<file path="config.mk">
export PLATFORM = sky130hd
export DESIGN_NAME = irq_frontend
export DESIGN_NICKNAME = d
export VERILOG_FILES = /design/src/rtl/irq_fe_pkg.sv /design/src/rtl/irq_fe_flags.sv /design/src/rtl/irq_fe_regs.sv /design/src/rtl/irq_fe_arb.sv /design/src/rtl/irq_frontend.sv
export SDC_FILE = /design/constraint.sdc
export NUM_CORES = 1
export LEC_CHECK = 0
export ABC_AREA = 1
export BUFFER_PORTS_ARGS = -buffer_cell sky130_fd_sc_hd__buf_2
export CORE_MARGIN = 4
export CORE_UTILIZATION = 37
export DETAILED_ROUTE_END_ITERATION = 10
export PLACE_DENSITY = 0.69
export SETUP_SLACK_MARGIN = 0.4
export SLEW_MARGIN = 20
export SYNTH_ARGS = -nofsm -noshare
export SYNTH_HDL_FRONTEND = slang
export SYNTH_HIERARCHICAL = 1
export SYNTH_SLANG_ARGS = --single-unit
export TNS_END_PERCENT = 30
</file>
<file path="constraint.sdc">
create_clock -name clk -period 1.27 [get_ports clk]
set_input_delay 0.0635 -clock clk [delete_from_list [all_inputs] [get_ports clk]]
set_output_delay 0.0635 -clock clk [all_outputs]
set_load 0.005 [all_outputs]
</file>
<file path="src/rtl/irq_fe_pkg.sv">
package irq_fe_pkg;
  localparam int NSRC     = 2;
  localparam int SRC_EXT0 = 0;
  localparam int SRC_TOV  = 1;
  localparam int VEC_W    = $clog2(NSRC + 1);
  typedef logic [VEC_W-1:0] vec_t;
endpackage

</file>
<file path="src/rtl/irq_fe_flags.sv">
module irq_fe_flags
  import irq_fe_pkg::*;
(
  input  logic            clk,
  input  logic            rst_n,
  input  logic            ext0_n,
  input  logic            ext0_level,
  input  logic            tov_pulse,
  input  logic [NSRC-1:0] sw_clr,
  input  logic [NSRC-1:0] hw_clr,
  output logic [NSRC-1:0] flag
);
  logic            pin_q;
  logic [NSRC-1:0] evt;
  logic [NSRC-1:0] kill;

  always_ff @(posedge clk or negedge rst_n) begin
    if (!rst_n) pin_q <= 1'b1;
    else        pin_q <= ext0_n;
  end

  always_comb begin
    evt = '0;
    kill = '0;
    evt[SRC_EXT0]  = pin_q & ~ext0_n & ~ext0_level;
    evt[SRC_TOV]   = tov_pulse;
    kill[SRC_EXT0] = ext0_level;
  end

  for (genvar i = 0; i < NSRC; i++) begin : g_flag
    always_ff @(posedge clk or negedge rst_n) begin
      if (!rst_n)       flag[i] <= 1'b0;
      else if (kill[i]) flag[i] <= 1'b0;
      else              flag[i] <= (flag[i] & ~(sw_clr[i] | hw_clr[i])) | evt[i];
    end
  end
endmodule

</file>
<file path="src/rtl/irq_fe_regs.sv">
module irq_fe_regs
  import irq_fe_pkg::*;
#(
  parameter int          ADDR_W  = 6,
  parameter int          DATA_W  = 8,
  parameter logic [5:0]  A_GMASK = 6'h3B,
  parameter logic [5:0]  A_TMASK = 6'h39,
  parameter logic [5:0]  A_GFLAG = 6'h3A,
  parameter logic [5:0]  A_TFLAG = 6'h38,
  parameter logic [5:0]  A_STAT  = 6'h3F,
  parameter int          B_EXT0  = 6,
  parameter int          B_TOV   = 1,
  parameter int          B_GIE   = 7
) (
  input  logic              clk,
  input  logic              rst_n,
  input  logic [ADDR_W-1:0] io_addr,
  input  logic              io_wr,
  input  logic [DATA_W-1:0] io_wdata,
  output logic [DATA_W-1:0] io_rdata,
  input  logic [NSRC-1:0]   flag,
  input  logic              accept,
  input  logic              reti,
  output logic [NSRC-1:0]   en,
  output logic              gie,
  output logic [NSRC-1:0]   sw_clr
);
  logic wr_gmask, wr_tmask, wr_stat;

  assign wr_gmask = io_wr && (io_addr == ADDR_W'(A_GMASK));
  assign wr_tmask = io_wr && (io_addr == ADDR_W'(A_TMASK));
  assign wr_stat  = io_wr && (io_addr == ADDR_W'(A_STAT));

  always_comb begin
    sw_clr = '0;
    sw_clr[SRC_EXT0] = io_wr && (io_addr == ADDR_W'(A_GFLAG)) && io_wdata[B_EXT0];
    sw_clr[SRC_TOV]  = io_wr && (io_addr == ADDR_W'(A_TFLAG)) && io_wdata[B_TOV];
  end

  always_ff @(posedge clk or negedge rst_n) begin
    if (!rst_n) begin
      en  <= '0;
      gie <= 1'b0;
    end else begin
      if (wr_gmask) en[SRC_EXT0] <= io_wdata[B_EXT0];
      if (wr_tmask) en[SRC_TOV]  <= io_wdata[B_TOV];
      if (wr_stat)  gie <= io_wdata[B_GIE];
      if (reti)     gie <= 1'b1;
      if (accept)   gie <= 1'b0;
    end
  end

  always_comb begin
    io_rdata = '0;
    if (io_addr == ADDR_W'(A_GMASK)) io_rdata[B_EXT0] = en[SRC_EXT0];
    if (io_addr == ADDR_W'(A_TMASK)) io_rdata[B_TOV]  = en[SRC_TOV];
    if (io_addr == ADDR_W'(A_GFLAG)) io_rdata[B_EXT0] = flag[SRC_EXT0];
    if (io_addr == ADDR_W'(A_TFLAG)) io_rdata[B_TOV]  = flag[SRC_TOV];
    if (io_addr == ADDR_W'(A_STAT))  io_rdata[B_GIE]  = gie;
  end
endmodule

</file>
<file path="src/rtl/irq_fe_arb.sv">
module irq_fe_arb
  import irq_fe_pkg::*;
(
  input  logic            clk,
  input  logic            rst_n,
  input  logic [NSRC-1:0] en,
  input  logic [NSRC-1:0] flag,
  input  logic            gie,
  input  logic            ext0_n,
  input  logic            ext0_level,
  output logic            irq_valid,
  output vec_t            irq_vector,
  input  logic            irq_ready,
  output logic            accept,
  output logic [NSRC-1:0] take
);
  logic [NSRC-1:0] req;
  vec_t            pick;

  always_comb begin
    req = en & flag;
    req[SRC_EXT0] = en[SRC_EXT0] & (ext0_level ? ~ext0_n : flag[SRC_EXT0]);
  end

  // lowest source index wins: scan downward so the last hit is the winner
  always_comb begin
    pick = '0;
    for (int i = NSRC - 1; i >= 0; i--) begin
      if (req[i]) pick = VEC_W'(i + 1);
    end
  end

  assign accept = irq_valid && irq_ready;

  for (genvar i = 0; i < NSRC; i++) begin : g_take
    assign take[i] = accept && (irq_vector == VEC_W'(i + 1));
  end

  always_ff @(posedge clk or negedge rst_n) begin
    if (!rst_n) begin
      irq_valid  <= 1'b0;
      irq_vector <= '0;
    end else if (accept) begin
      irq_valid  <= 1'b0;
    end else if (!irq_valid && gie && (|req)) begin
      irq_valid  <= 1'b1;
      irq_vector <= pick;
    end
  end
endmodule

</file>
<file path="src/rtl/irq_frontend.sv">
module irq_frontend
  import irq_fe_pkg::*;
#(
  parameter int          ADDR_W  = 6,
  parameter int          DATA_W  = 8,
  parameter logic [5:0]  A_GMASK = 6'h3B,
  parameter logic [5:0]  A_TMASK = 6'h39,
  parameter logic [5:0]  A_GFLAG = 6'h3A,
  parameter logic [5:0]  A_TFLAG = 6'h38,
  parameter logic [5:0]  A_STAT  = 6'h3F,
  parameter int          B_EXT0  = 6,
  parameter int          B_TOV   = 1,
  parameter int          B_GIE   = 7
) (
  input  logic              clk,
  input  logic              rst_n,
  input  logic              ext0_n,
  input  logic              ext0_level,
  input  logic              tov_pulse,
  input  logic [ADDR_W-1:0] io_addr,
  input  logic              io_wr,
  input  logic [DATA_W-1:0] io_wdata,
  output logic [DATA_W-1:0] io_rdata,
  output logic              irq_valid,
  output logic [VEC_W-1:0]  irq_vector,
  input  logic              irq_ready,
  input  logic              reti
);
  logic [NSRC-1:0] flag, en, sw_clr, take;
  logic            gie, accept;

  irq_fe_flags u_flags (
    .clk, .rst_n, .ext0_n, .ext0_level, .tov_pulse,
    .sw_clr, .hw_clr(take), .flag
  );

  irq_fe_regs #(
    .ADDR_W(ADDR_W), .DATA_W(DATA_W),
    .A_GMASK(A_GMASK), .A_TMASK(A_TMASK), .A_GFLAG(A_GFLAG),
    .A_TFLAG(A_TFLAG), .A_STAT(A_STAT),
    .B_EXT0(B_EXT0), .B_TOV(B_TOV), .B_GIE(B_GIE)
  ) u_regs (
    .clk, .rst_n, .io_addr, .io_wr, .io_wdata, .io_rdata,
    .flag, .accept, .reti, .en, .gie, .sw_clr
  );

  irq_fe_arb u_arb (
    .clk, .rst_n, .en, .flag, .gie, .ext0_n, .ext0_level,
    .irq_valid, .irq_vector, .irq_ready, .accept, .take
  );
endmodule

</file>
# After elaboration in Yosys (flattened, before gate mapping)
# Index checks and enable logic that the tools add are counted.
[classes]
eq_ne = 7
muxes = 14
n_bitwise = 15
reduce_logical = 17
[op_table]
columns = ["operator", "count"]
rows = [
  ["6-bit == test (second input constant)", 5],
  ["1-bit logical AND", 12],
  ["1-bit 2-to-1 mux", 12],
  ["1-bit AND", 5],
  ["1-bit NOT", 5],
  ["2-bit 2-to-1 mux", 2],
  ["1-bit bitwise OR", 4],
  ["3-bit nonzero test", 1],
  ["2-bit AND", 1],
  ["2-bit by 1-bit == test with 1-bit output (second input constant)", 1],
  ["2-bit == test (second input constant)", 1],
  ["2-bit AND reduction", 1],
  ["2-bit nonzero test", 1],
  ["2-bit OR reduction", 1],
  ["1-bit zero test", 1],
]
[totals]
register_bits = 9
in_bits = 22
word_cells = 61

# Depth between registers and ports, before layout
# Gate-level depths: netlist of run 1.
[logic_depth]
word_depth = 8
depth_mapped = 7
mapped_depth_nobuf = 7

# Hierarchy
# The synthesis of run 1 kept the hierarchy.
[modules_own_cells]
columns = ["mod", "n_inst", "cells_each", "area_per_inst_um2", "seq_area_each_um2"]
rows = [
  ["irq_fe_regs", 1, 52, 305.3, 75.1],
  ["irq_fe_arb", 1, 27, 175.2, 75.1],
  ["irq_fe_flags", 1, 10, 111.4, 76.3],
]

# Worst setup path after synthesis of run 1
# OpenSTA, ideal clock, no wires.
[synth_timing]
kind = "reg2reg"
startpoint = "register u_arb.irq_valid"
endpoint = "register u_regs.gie"
setup_ps = 116
t_arrival_ps = 804
t_required_ps = 1154
slack_ps = 349
path_stages_with_launch = 7
n_path_buf = 0
period_less_slack_ps = 921
cell_sequence = "dfrtp_1 -> nand2_1 -> inv_1 -> nor2_1 -> nand2_1 -> nand2_1 -> nand2_1"
[synth_via]
elab_chain_len = 2
elab_cells_between_ends = 3
classes_between = "1 x mux; 2 x reduce/logical"
[synth_rtl]
columns = ["element", "line", "rtl"]
rows = [
  ["start: declaration", "irq_fe_arb.sv:11", "output logic irq_valid,"],
  ["start signal: assignment", "irq_fe_arb.sv:41", "irq_valid <= 1'b0;"],
  ["start signal: assignment", "irq_fe_arb.sv:44", "irq_valid <= 1'b0;"],
  ["start signal: assignment", "irq_fe_arb.sv:46", "irq_valid <= 1'b1;"],
  ["1-bit logical AND *", "irq_fe_arb.sv:33", "assign accept = irq_valid && irq_ready;"],
  ["via accept", "irq_frontend.sv:30", "logic gie, accept;"],
  ["3-bit nonzero test (no line) or 1-bit 2-to-1 mux (tied branches)", "n/a", ""],
  ["end signal: assignment", "irq_fe_regs.sv:47", "if (wr_stat) gie <= io_wdata[B_GIE];"],
  ["end: declaration", "irq_fe_regs.sv:25", "output logic gie,"],
]
# Mark *: on every way through the listed nets, which the timed path passes. The rest lies on a longest branch.
# A chain may end at the register's enable or synchronous reset.

# Final worst setup path of run 1
[layout_timing]
startpoint = "register u_flags.flag[0]"
endpoint = "output port io_rdata[6]"
[layout_via]
elab_chain_len = 1
[layout_rtl]
columns = ["element", "line", "rtl"]
rows = [
  ["start: declaration", "irq_fe_flags.sv:11", "output logic [NSRC-1:0] flag"],
  ["start signal: indexed assignment", "irq_fe_flags.sv:34", "else flag[i] <= (flag[i] & ~(sw_clr[i] | hw_clr[i])) | evt[i];"],
  ["1-bit 2-to-1 mux", "irq_fe_regs.sv:57", "if (io_addr == ADDR_W'(A_GFLAG)) io_rdata[B_EXT0] = flag[SRC_EXT0];"],
  ["end: declaration", "irq_frontend.sv:23", "output logic [DATA_W-1:0] io_rdata,"],
]
# Every way passes these cells.

==> results of run 1 <==
-- where the power goes --
group | switching, W | total, W | internal [W] | leakage (nW)
clock | 0.0000923 | 0.000213 | 0.000121 | 0.0150
sequential | 0.0000492 | 0.000400 | 0.000351 | 0.107
combinational | 0.000152 | 0.000278 | 0.000126 | 0.329
-- through the flow --
stage	instances	instance area [um2]	setup WS, ns	hold WS (ns)
finish	136	785.8	0.3018	0.03928
global route	136	785.8	0.2192	0.04753
CTS	136	780.7	0.2874	0.03271
detailed placement	126	699.4	0.2819	-0.07512
global placement	126	699.4	0.3055	-0.07516
floorplan	93	606.8	0.3743	-0.2321
-- kinds of logic after synthesis --
logic type	Yosys count	share of synthesized area [%]
AO/OA/AOI/OAI	5	5.285
other	1	0.6336
AND/OR/NAND/NOR	57	41.86
buffers and inverters	17	13.95
flip-flops	9	38.27
-- metal layers --
metal / up-vias / global-route usage, %
li1: 330 / -
met1: 271 / 16.89
met2: 22 / 20.05
met3: 0 / 6.767
met4: 0 / 3.226
met5: - / 0
-- worst paths after layout --
check / from / endpoint / slack [ns] / cells past startpoint
max: u_flags/flag[0] / io_rdata[6] / 0.30 / 3
min: io_wdata[6] / u_regs/en[0] / 0.04 / 3
max reg2reg: u_arb/irq_vector[0] / u_flags/flag[1] / 0.34 / 5
min reg2reg: u_regs/en[1] / u_regs/en[1] / 0.51 / 2
max in group asynchronous: rst_n / u_flags/pin_q / 0.84 / 2
min in group asynchronous: rst_n / u_arb/irq_vector[1] / 0.18 / 2
-- flip-flops by register name, summed over array words and instances (netlist names) --
| register | flops |
|---|---|
| u_arb/irq_valid | 1 |
| u_arb/irq_vector | 2 |
| u_regs/en | 2 |
| u_flags/pin_q | 1 |
| u_flags/flag | 2 |
| u_regs/gie | 1 |
-- worst reg2reg max path, cell delays in order (launching register included) --
cell	delay, ns
dfrtp_1	0.40
inv_1	0.08
nand2_1	0.05
nor2_1	0.09
nor2_1	0.05
a21o_1	0.14
-- synthesized netlist by cell type --
| cell type | count |
|---|---|
| conb_1 | 1 |
| inv_1 | 11 |
| inv_2 | 1 |
| o21ai_0 | 1 |
| o21ai_1 | 2 |
| nand2_1 | 24 |
| nor3_1 | 1 |
| nor2_2 | 1 |
| a21oi_2 | 1 |
| and3_1 | 1 |
| nand3_1 | 9 |
| buf_4 | 5 |
| dfstp_2 | 1 |
| nor2_1 | 16 |
| nand2_2 | 1 |
| nor3_2 | 1 |
| nand4_1 | 3 |
| a21o_1 | 1 |
| dfrtp_1 | 8 |
-- what timing repair did --
item / in CTS / in global routing
buffers inserted: 2 / 0
gates resized for setup: 0 / 2
hold buffers: 4 / 0
endpoints found under the setup margin: 7 / 12
hold endpoints to repair: 12 / 0
pin swaps: 3 / 3
-- area by class of cell --
| class | count | area, um2 | area share (%) |
|---|---|---|---|
| Sequential cell | 9 | 226.5 | 28.82 |
| Inverter | 12 | 45.04 | 5.732 |
| Timing Repair Buffer | 28 | 165.2 | 21.02 |
| Tap cell | 16 | 20.02 | 2.548 |
| Clock buffer | 4 | 26.28 | 3.344 |
| Multi-Input combinational cell | 67 | 302.8 | 38.53 |
==> out/qor.csv, run 1 <==
metric;value;unit
endpoint_kind;primary output;
fin_crit_sh;76.24;%
post-dp-hpwl;1040;um
drtPass1Iterations;5;
skew;0.009158;ns
synth_cell_types;19;
route.vias.total;623;
die_x;48.00;um
timing.setup.tns;0;ns
final_cell_mix;nand2_1 (23), buf_2 (22), nor2_1 (15), inv_1 (11), nand3_1 (9);
drt-initial-drc-count;10;
synth_top_area_share;33.83;%
wl_per_cell;9.471;um
routed.top_layer;met3;
via_per_inst;4.581;
start_util;39.29;%
status;finished, final reports clean;
row_count;14;
ant_nets;0;
cts_tree;built;
place_congestion;0.7562;
synth_area_leader_cell;dfrtp_1;
grt_pass1_vias;517;
max_freq;1.033;GHz
power.density;1133;nW/um2
wl_met3;114;um
crit_chain;nand4_1, nand2_1, buf_2;
root_buffer;clkbuf_4;
ioPinCount;33;
ys_ff_latch;9;
grt_pass1_wl;2097;um
synth_area_leaders;dfrtp_1 (34%), nand2_1 (15%), nor2_1 (10%), nand3_1 (7.6%), inv_1 (7.0%);
layout.nets;143;
fin_util;52.16;%
crit_fanout;3;
hp-class;in2reg;
drive_gt1_share;29.17;%
maxCapViolCount;0;
cp.arrival;0.90;ns
n_antenna_cell;0;
wl_met2;633;um
setup_viol;0;
numCtsBuffers;3;
cts_buffer_depth;2;
setup.worst_path.class;reg2out;
coreArea;1506;um2
startpoint_type;register;
grt_setup_unrepaired;true;
drcViolationCount;0;
ys_warn_count;6;
grt_overflow;0;
fin_crit;0.9682;ns
die_area;2304;um2
clk_pin_slew_worst_paths;0.06;ns
max_stage_delay;0.40;ns
drt_wl_total;1288;um
fillers;159;
critPathTopFamily;flip-flops;
worstPathRequired;1.21;ns
worstSkewPairLatency;0.26;ns
critPathBufInv;1;
layout.cells.most_common;nand2_1;
power.total;0.0008904;W
grt_max_degree;10;
slew_violations;0;
synthCells;89;
port_buffers;22;
area_delta_synth_final;32.77;%
antenna_found_initial;0;
synth_seq_area_share;38.27;%
syn_area;591.8;um2
cts_sinks;9;
slowest_stage;dfrtp_1;
leakage;0.4510;nW
cts_max_level;1;
m1WireLength;540;um
avgSynthCellArea;6.650;um2
grt.total_usage;13.29;%
timing_hold_violations_final;0;
max-vdd-ir-drop;0.0009023;V
die_h;48.00;um
No activity file was read; power rests on OpenSTA's default activity.
==> run 2: changes to the inputs <==
- ABC_AREA: 1 -> 0
- PLACE_DENSITY: 0.69 -> 0.71
- clock period: 1.27 -> 0.9 ns (I/O delays scaled with it)
==> out/qor.csv, run 2 <==
metric;value;unit;change
top_regs;u_arb/irq_vector: 2 flops, u_flags/flag: 2 flops, u_regs/en: 2 flops;;
maxCapViolCount;0;;unchanged
violations;negative hold slack, negative setup slack;;
grt_pass1_vias;478;;-7.5%
yosysMostFrequentCell;dfrtp_1;;
grt_setup_unrepaired;true;;
fin_util;63.32;%;+11 points
power.total;0.001560;W;+75%
fin_ws;-0.3250;ns;-0.6267 ns
timing_hold_violations_final;3;;+3
antenna_found_initial;0;;unchanged
setup.worst_path.class;reg2reg;;
cts_tree;built;;
startpoint_type;register;;
setup_viol;12;;+12
synth_area_leader_cell;dfrtp_1;;
worstSkewPairLatency;0.25;ns;about the same
area_delta_synth_final;58.45;%;
start_util;39.96;%;+0.68 points
hold_ws;-0.09984;ns;-0.1391 ns
final_cell_mix;buf_2 (20), buf_4 (10), dfrtp_1 (8), buf_6 (6), conb_1 (5);;
wl_per_cell;11.62;um;+23%
routed.top_layer;met4;;
async_reset_ff_share;100.0;%;unchanged
syn_area;533.0;um2;-9.9%
drt_wl_total;1267;um;-1.6%
synthCells;55;;-38%
synth_common_cells;dfrtp_1 (8), buf_4 (5), nand2_1 (4);;
max_stage_delay;0.38;ns;-0.02 ns
skew;0.0006797;ns;-0.008478 ns
row_count;13;;-1
n_antenna_cell;0;;unchanged
root_buffer;clkbuf_4;;
slew_violations;0;;unchanged
drive_gt1_share;54.26;%;+25 points
power.density;1847;nW/um2;+63%
critPathBufInv;1;;unchanged
crit_chain;nand2_1, inv_1, and3_1, or3b_1, a21oi_2;;
ant_nets;0;;unchanged
m1WireLength;535;um;-0.93%
layout.cells.most_common;buf_2;;
stdcell_area;844.6;um2;+7.5%
wl_met3;101;um;-11%
via_per_inst;4.927;;+7.5%
synth_seq_area_share;42.49;%;+4.2 points
die_x;45.96;um;-4.3%
worstPathRequired;1.09;ns;-0.12 ns
fin_crit;1.225;ns;
synth_top_area_share;37.56;%;+3.7 points
grt_max_degree;10;;unchanged
synth-main-ff-cell;dfrtp_1;;
status;complete, but fails checks;;
die_h;45.96;um;-4.3%
fin_crit_sh;136.1;%;
cts_max_level;1;;unchanged
coreArea;1334;um2;-11%
wl_met2;621;um;-1.9%
postPlaceCellArea;705.7;um2;+0.89%
ioPinCount;33;;unchanged
ys_warn_count;6;;unchanged
place_congestion;0.7762;;+2.6%
crit_fanout;2;;-1
dp.cells;98;;-22%
grt_pass1_wl;1911;um;-8.9%
grt_overflow;0;;unchanged
regToRegSetupSlack;-0.32;ns;-0.66 ns
synth-edff-count;0;;unchanged
drt-initial-drc-count;3;;-7
hp-class;in2reg;;
critPathTopFamily;simple AND/OR/NAND/NOR gates;;
grt.total_usage;12.77;%;-0.52 points
cts_hold_buf;1;;-3
stdcell_count;109;;-20%
synth_cell_types;30;;+11
route.vias.total;537;;-14%
post-dp-hpwl;1009;um;-3.0%
leakage;0.4298;nW;-4.7%
slowest_stage;dfrtp_1;;
cts_sinks;9;;unchanged
synth_area_leaders;dfrtp_1 (38%), buf_4 (7.0%), dfstp_2 (4.9%), mux2_1 (4.2%), nand4_1 (3.5%);;
max_freq;0.8163;GHz;
port_buffers;22;;unchanged
ys_ff_latch;9;;unchanged
endpoint_kind;register;;
die_area;2112;um2;-8.3%
drcViolationCount;0;;unchanged
layout.nets;117;;-18%
drtPass1Iterations;4;;-1
clk_pin_slew_worst_paths;0.06;ns;about the same
cts_buffer_depth;2;;unchanged
max-vdd-ir-drop;0.001215;V;+35%
cp.arrival;1.41;ns;+0.51 ns
avgSynthCellArea;9.691;um2;+46%
numCtsBuffers;3;;unchanged
[run 2: per-layer routing]
metal | vias to the layer above | GRT usage [%]
met5 | - | 0
met4 | 0 | 6.818
met3 | 2 | 2.767
met2 | 15 | 20.05
met1 | 250 | 16.07
li1 | 270 | -
[run 2: layout make-up]
| type | instances | area (um2) |
|---|---|---|
| Clock buffer | 4 | 26.28 |
| Fill cell | 127 | 489.2 |
| Inverter | 2 | 7.507 |
| Multi-Input combinational cell | 42 | 312.8 |
| Sequential cell | 9 | 226.5 |
| Tap cell | 15 | 18.77 |
| Timing Repair Buffer | 37 | 252.7 |
[run 2: report_power, final]
group | internal (W) | total, W | switching (W)
Combinational | 0.000422 | 0.000689 | 0.000267
Sequential | 0.000506 | 0.000561 | 0.0000550
Clock | 0.000171 | 0.000309 | 0.000139
[run 2: worst paths after layout]
kind / start / endpoint / cells past startpoint
max: u_arb/irq_valid / u_flags/flag[0] / 5
min: ext0_n / u_flags/pin_q / 1
max reg2reg: u_arb/irq_valid / u_flags/flag[0] / 5
min reg2reg: u_flags/pin_q / u_flags/flag[0] / 2
max in group asynchronous: rst_n / u_flags/pin_q / 2
min in group asynchronous: rst_n / u_arb/irq_vector[0] / 2
[run 2: repair_timing]
| item | CTS | global route |
|---|---|---|
| buffers inserted | 4 | 2 |
| hold endpoints to repair | 12 | 3 |
| setup endpoints to repair | 14 | 14 |
| gates resized for setup | 8 | 5 |
| pin swaps | 0 | 5 |
[run 2: cell families after synthesis]
logic type | share of synthesized area [%]
AO/OA/AOI/OAI | 8.450
flip-flops | 42.49
AND/OR/NAND/NOR | 30.76
other | 0.7035
buffers and inverters | 9.390
multiplexers | 8.216
[run 2: per-stage QoR]
step                setup TNS [ns]  setup slack [ns]
floorplan                  -0.3445           -0.2610
global placement            -1.158           -0.2588
detailed placement          -1.293           -0.2808
CTS                         -1.750           -0.3191
global route                -2.506           -0.3894
finish                      -1.921           -0.3250
[run 2: worst register-to-register path, stage by stage, from the launching register on]
cell     delay (ns)
dfrtp_1        0.38
nand2_1        0.09
inv_1          0.05
and3_1         0.14
or3b_1         0.37
a21oi_2        0.13
==> run 3: changes to the inputs <==
- ABC_AREA: 0 -> 1
- PLACE_DENSITY: 0.71 -> 0.69
==> out/qor.csv, run 3 (synthesis results as in run 1) <==
metric;value;unit;change
via_per_inst;4.567;;-7.3%
hp-class;in2reg;;
die_area;2304;um2;+9.1%
hold_path_startpoint;ext0_n;;
stdcell_count;141;;+29%
drcViolationCount;0;;unchanged
area_delta_synth_final;46.30;%;
regToRegSetupSlack;-0.04;ns;+0.28 ns
max-vdd-ir-drop;0.0009877;V;-19%
max_freq;0.9538;GHz;+17%
post-dp-hpwl;1121;um;+11%
grt_pass1_vias;547;;+14%
drt-initial-drc-count;17;;+14
row_count;14;;+1
slew_violations;0;;unchanged
power.density;1700;nW/um2;-7.9%
drt_wl_total;1405;um;+11%
drive_gt1_share;41.60;%;-13 points
port_buffers;22;;unchanged
hold_ws;-0.08748;ns;+0.01236 ns
endpoint_kind;primary output;;
route.vias.total;644;;+20%
drtPass1Iterations;4;;unchanged
leakage;0.4866;nW;+13%
n_antenna_cell;0;;unchanged
worstReg2RegStart;u_flags/flag[0];;
layout.nets;148;;+26%
fin_crit;1.048;ns;-0.1766 ns
crit_fanout;2;;unchanged
clk_pin_slew_worst_paths;0.06;ns;about the same
postPlaceCellArea;744.5;um2;+5.5%
die_x;48.00;um;+4.4%
timing_hold_violations_final;3;;unchanged
coreArea;1506;um2;+13%
grt_overflow;0;;unchanged
fin_crit_sh;116.5;%;-20 points
fin_util;57.48;%;-5.8 points
place_congestion;0.8566;;+10%
numCtsBuffers;3;;unchanged
status;complete, but fails checks;;
cp.arrival;1.00;ns;-0.41 ns
worstSkewPairLatency;0.26;ns;about the same
holdPathEnd;u_flags/pin_q;;
worstPathRequired;0.85;ns;-0.24 ns
cts_sinks;9;;unchanged
cts_tree;built;;
timing.rr.end;u_arb/irq_vector[0];;
timing.setup.tns;-0.3951;ns;+1.525 ns
fillers;149;;+17%
startpoint_type;register;;
ant_nets;0;;unchanged
violations;negative hold slack, negative setup slack;;
cts_hold_buf;1;;unchanged
grt.total_usage;13.90;%;+1.1 points
fin_ws;-0.1484;ns;+0.1766 ns
layout.cells.most_common;nand2_1;;
top_regs;u_arb/irq_vector: 2 flops, u_flags/flag: 2 flops, u_regs/en: 2 flops;;
cts_buffer_depth;2;;unchanged
ioPinCount;33;;unchanged
stdcell_area;865.8;um2;+2.5%
setup_viol;11;;-1
start_util;39.29;%;-0.68 points
skew;0.003524;ns;+0.002844 ns
root_buffer;clkbuf_4;;
grt_setup_unrepaired;true;;
grt_max_degree;10;;unchanged
antenna_found_initial;0;;unchanged
die_h;48.00;um;+4.4%
setup.worst_path.class;reg2out;;
min_path_cells;1;;unchanged
maxCapViolCount;0;;unchanged
dp.cells;132;;+35%
reg2regPathDepth;5;;unchanged
cts_max_level;1;;unchanged
wl_per_cell;9.965;um;-14%
grt_pass1_wl;2166;um;+13%
final_cell_mix;nand2_1 (21), buf_2 (20), nor2_1 (12), inv_1 (9);;
==> run 3: cell types whose count changed in the layout (fill, tap and decap cells not counted), moves of 2 or more <==
| cell | before | now |
|---|---|---|
| inv_2 | 0 | 3 |
| nor2_2 | 0 | 4 |
| inv_1 | 2 | 9 |
| nor2_1 | 3 | 12 |
| nand3_1 | 1 | 8 |
| nand2_2 | 0 | 4 |
| nor4_1 | 2 | 0 |
| nand2_1 | 4 | 21 |
| buf_4 | 10 | 7 |
==> run 3: area by class of cell <==
| cell class | count | area (um2) | area share (%) |
|---|---|---|---|
| inverter | 12 | 45.04 | 5.202 |
| multi-input combinational | 67 | 329.1 | 38.01 |
| timing repair buffer | 33 | 219.0 | 25.29 |
| tap | 16 | 20.02 | 2.312 |
| sequential | 9 | 226.5 | 26.16 |
| clock buffer | 4 | 26.28 | 3.035 |
==> run 3: critical path, cell delays in order, from the launching register on <==
cell and delay [ns]:
dfrtp_1 0.40, buf_6 0.13, nand4_1 0.06, nand2_1 0.05, buf_2 0.12
==> run 3: worst max path at each step <==
| stage | from | endpoint | cells past startpoint |
|---|---|---|---|
| 5_1_grt | u_flags/flag[0] | io_rdata[6] | 4 |
| 4_1_cts | u_flags/flag[0] | io_rdata[6] | 4 |
| 2_1_floorplan | u_arb/irq_valid | u_regs/gie | 6 |
| 6_report | u_flags/flag[0] | io_rdata[6] | 4 |
| 3_5_place_dp | u_arb/irq_valid | u_regs/gie | 6 |
| 3_3_place_gp | u_arb/irq_valid | u_regs/gie | 6 |
==> run 3: metrics by stage <==
step / worst slack [ns] / total power [W]
finish: -0.1484 / 0.001472
global route: -0.1998 / 0.001577
CTS: -0.1527 / 0.001432
detailed placement: -0.05371 / 0.0009985
global placement: -0.04107 / 0.0009858
floorplan: 0.004262 / 0.0007812
==> run 3: layer usage <==
layer	wire, um	global-route usage [%]	vias to the layer above
met2	712	22.43	19
li1	-	-	339
met1	593	16.67	286
met4	0	4.839	0
met3	99	5.639	0
met5	0	0	-
==> run 3: power by group <==
group | internal [W] | switching [W] | leakage (nW)
logic | 0.000327 | 0.000276 | 0.365
clock network | 0.000170 | 0.000133 | 0.0150
registers | 0.000495 | 0.0000714 | 0.107
==> run 3: repair_timing <==
item                                    CTS  global route
setup buffers                             2             2
hold endpoints to repair                 12             3
pin swaps                                 7             8
cloned                                    0             0
endpoints found under the setup margin   14            14
gates resized for setup                   9             8
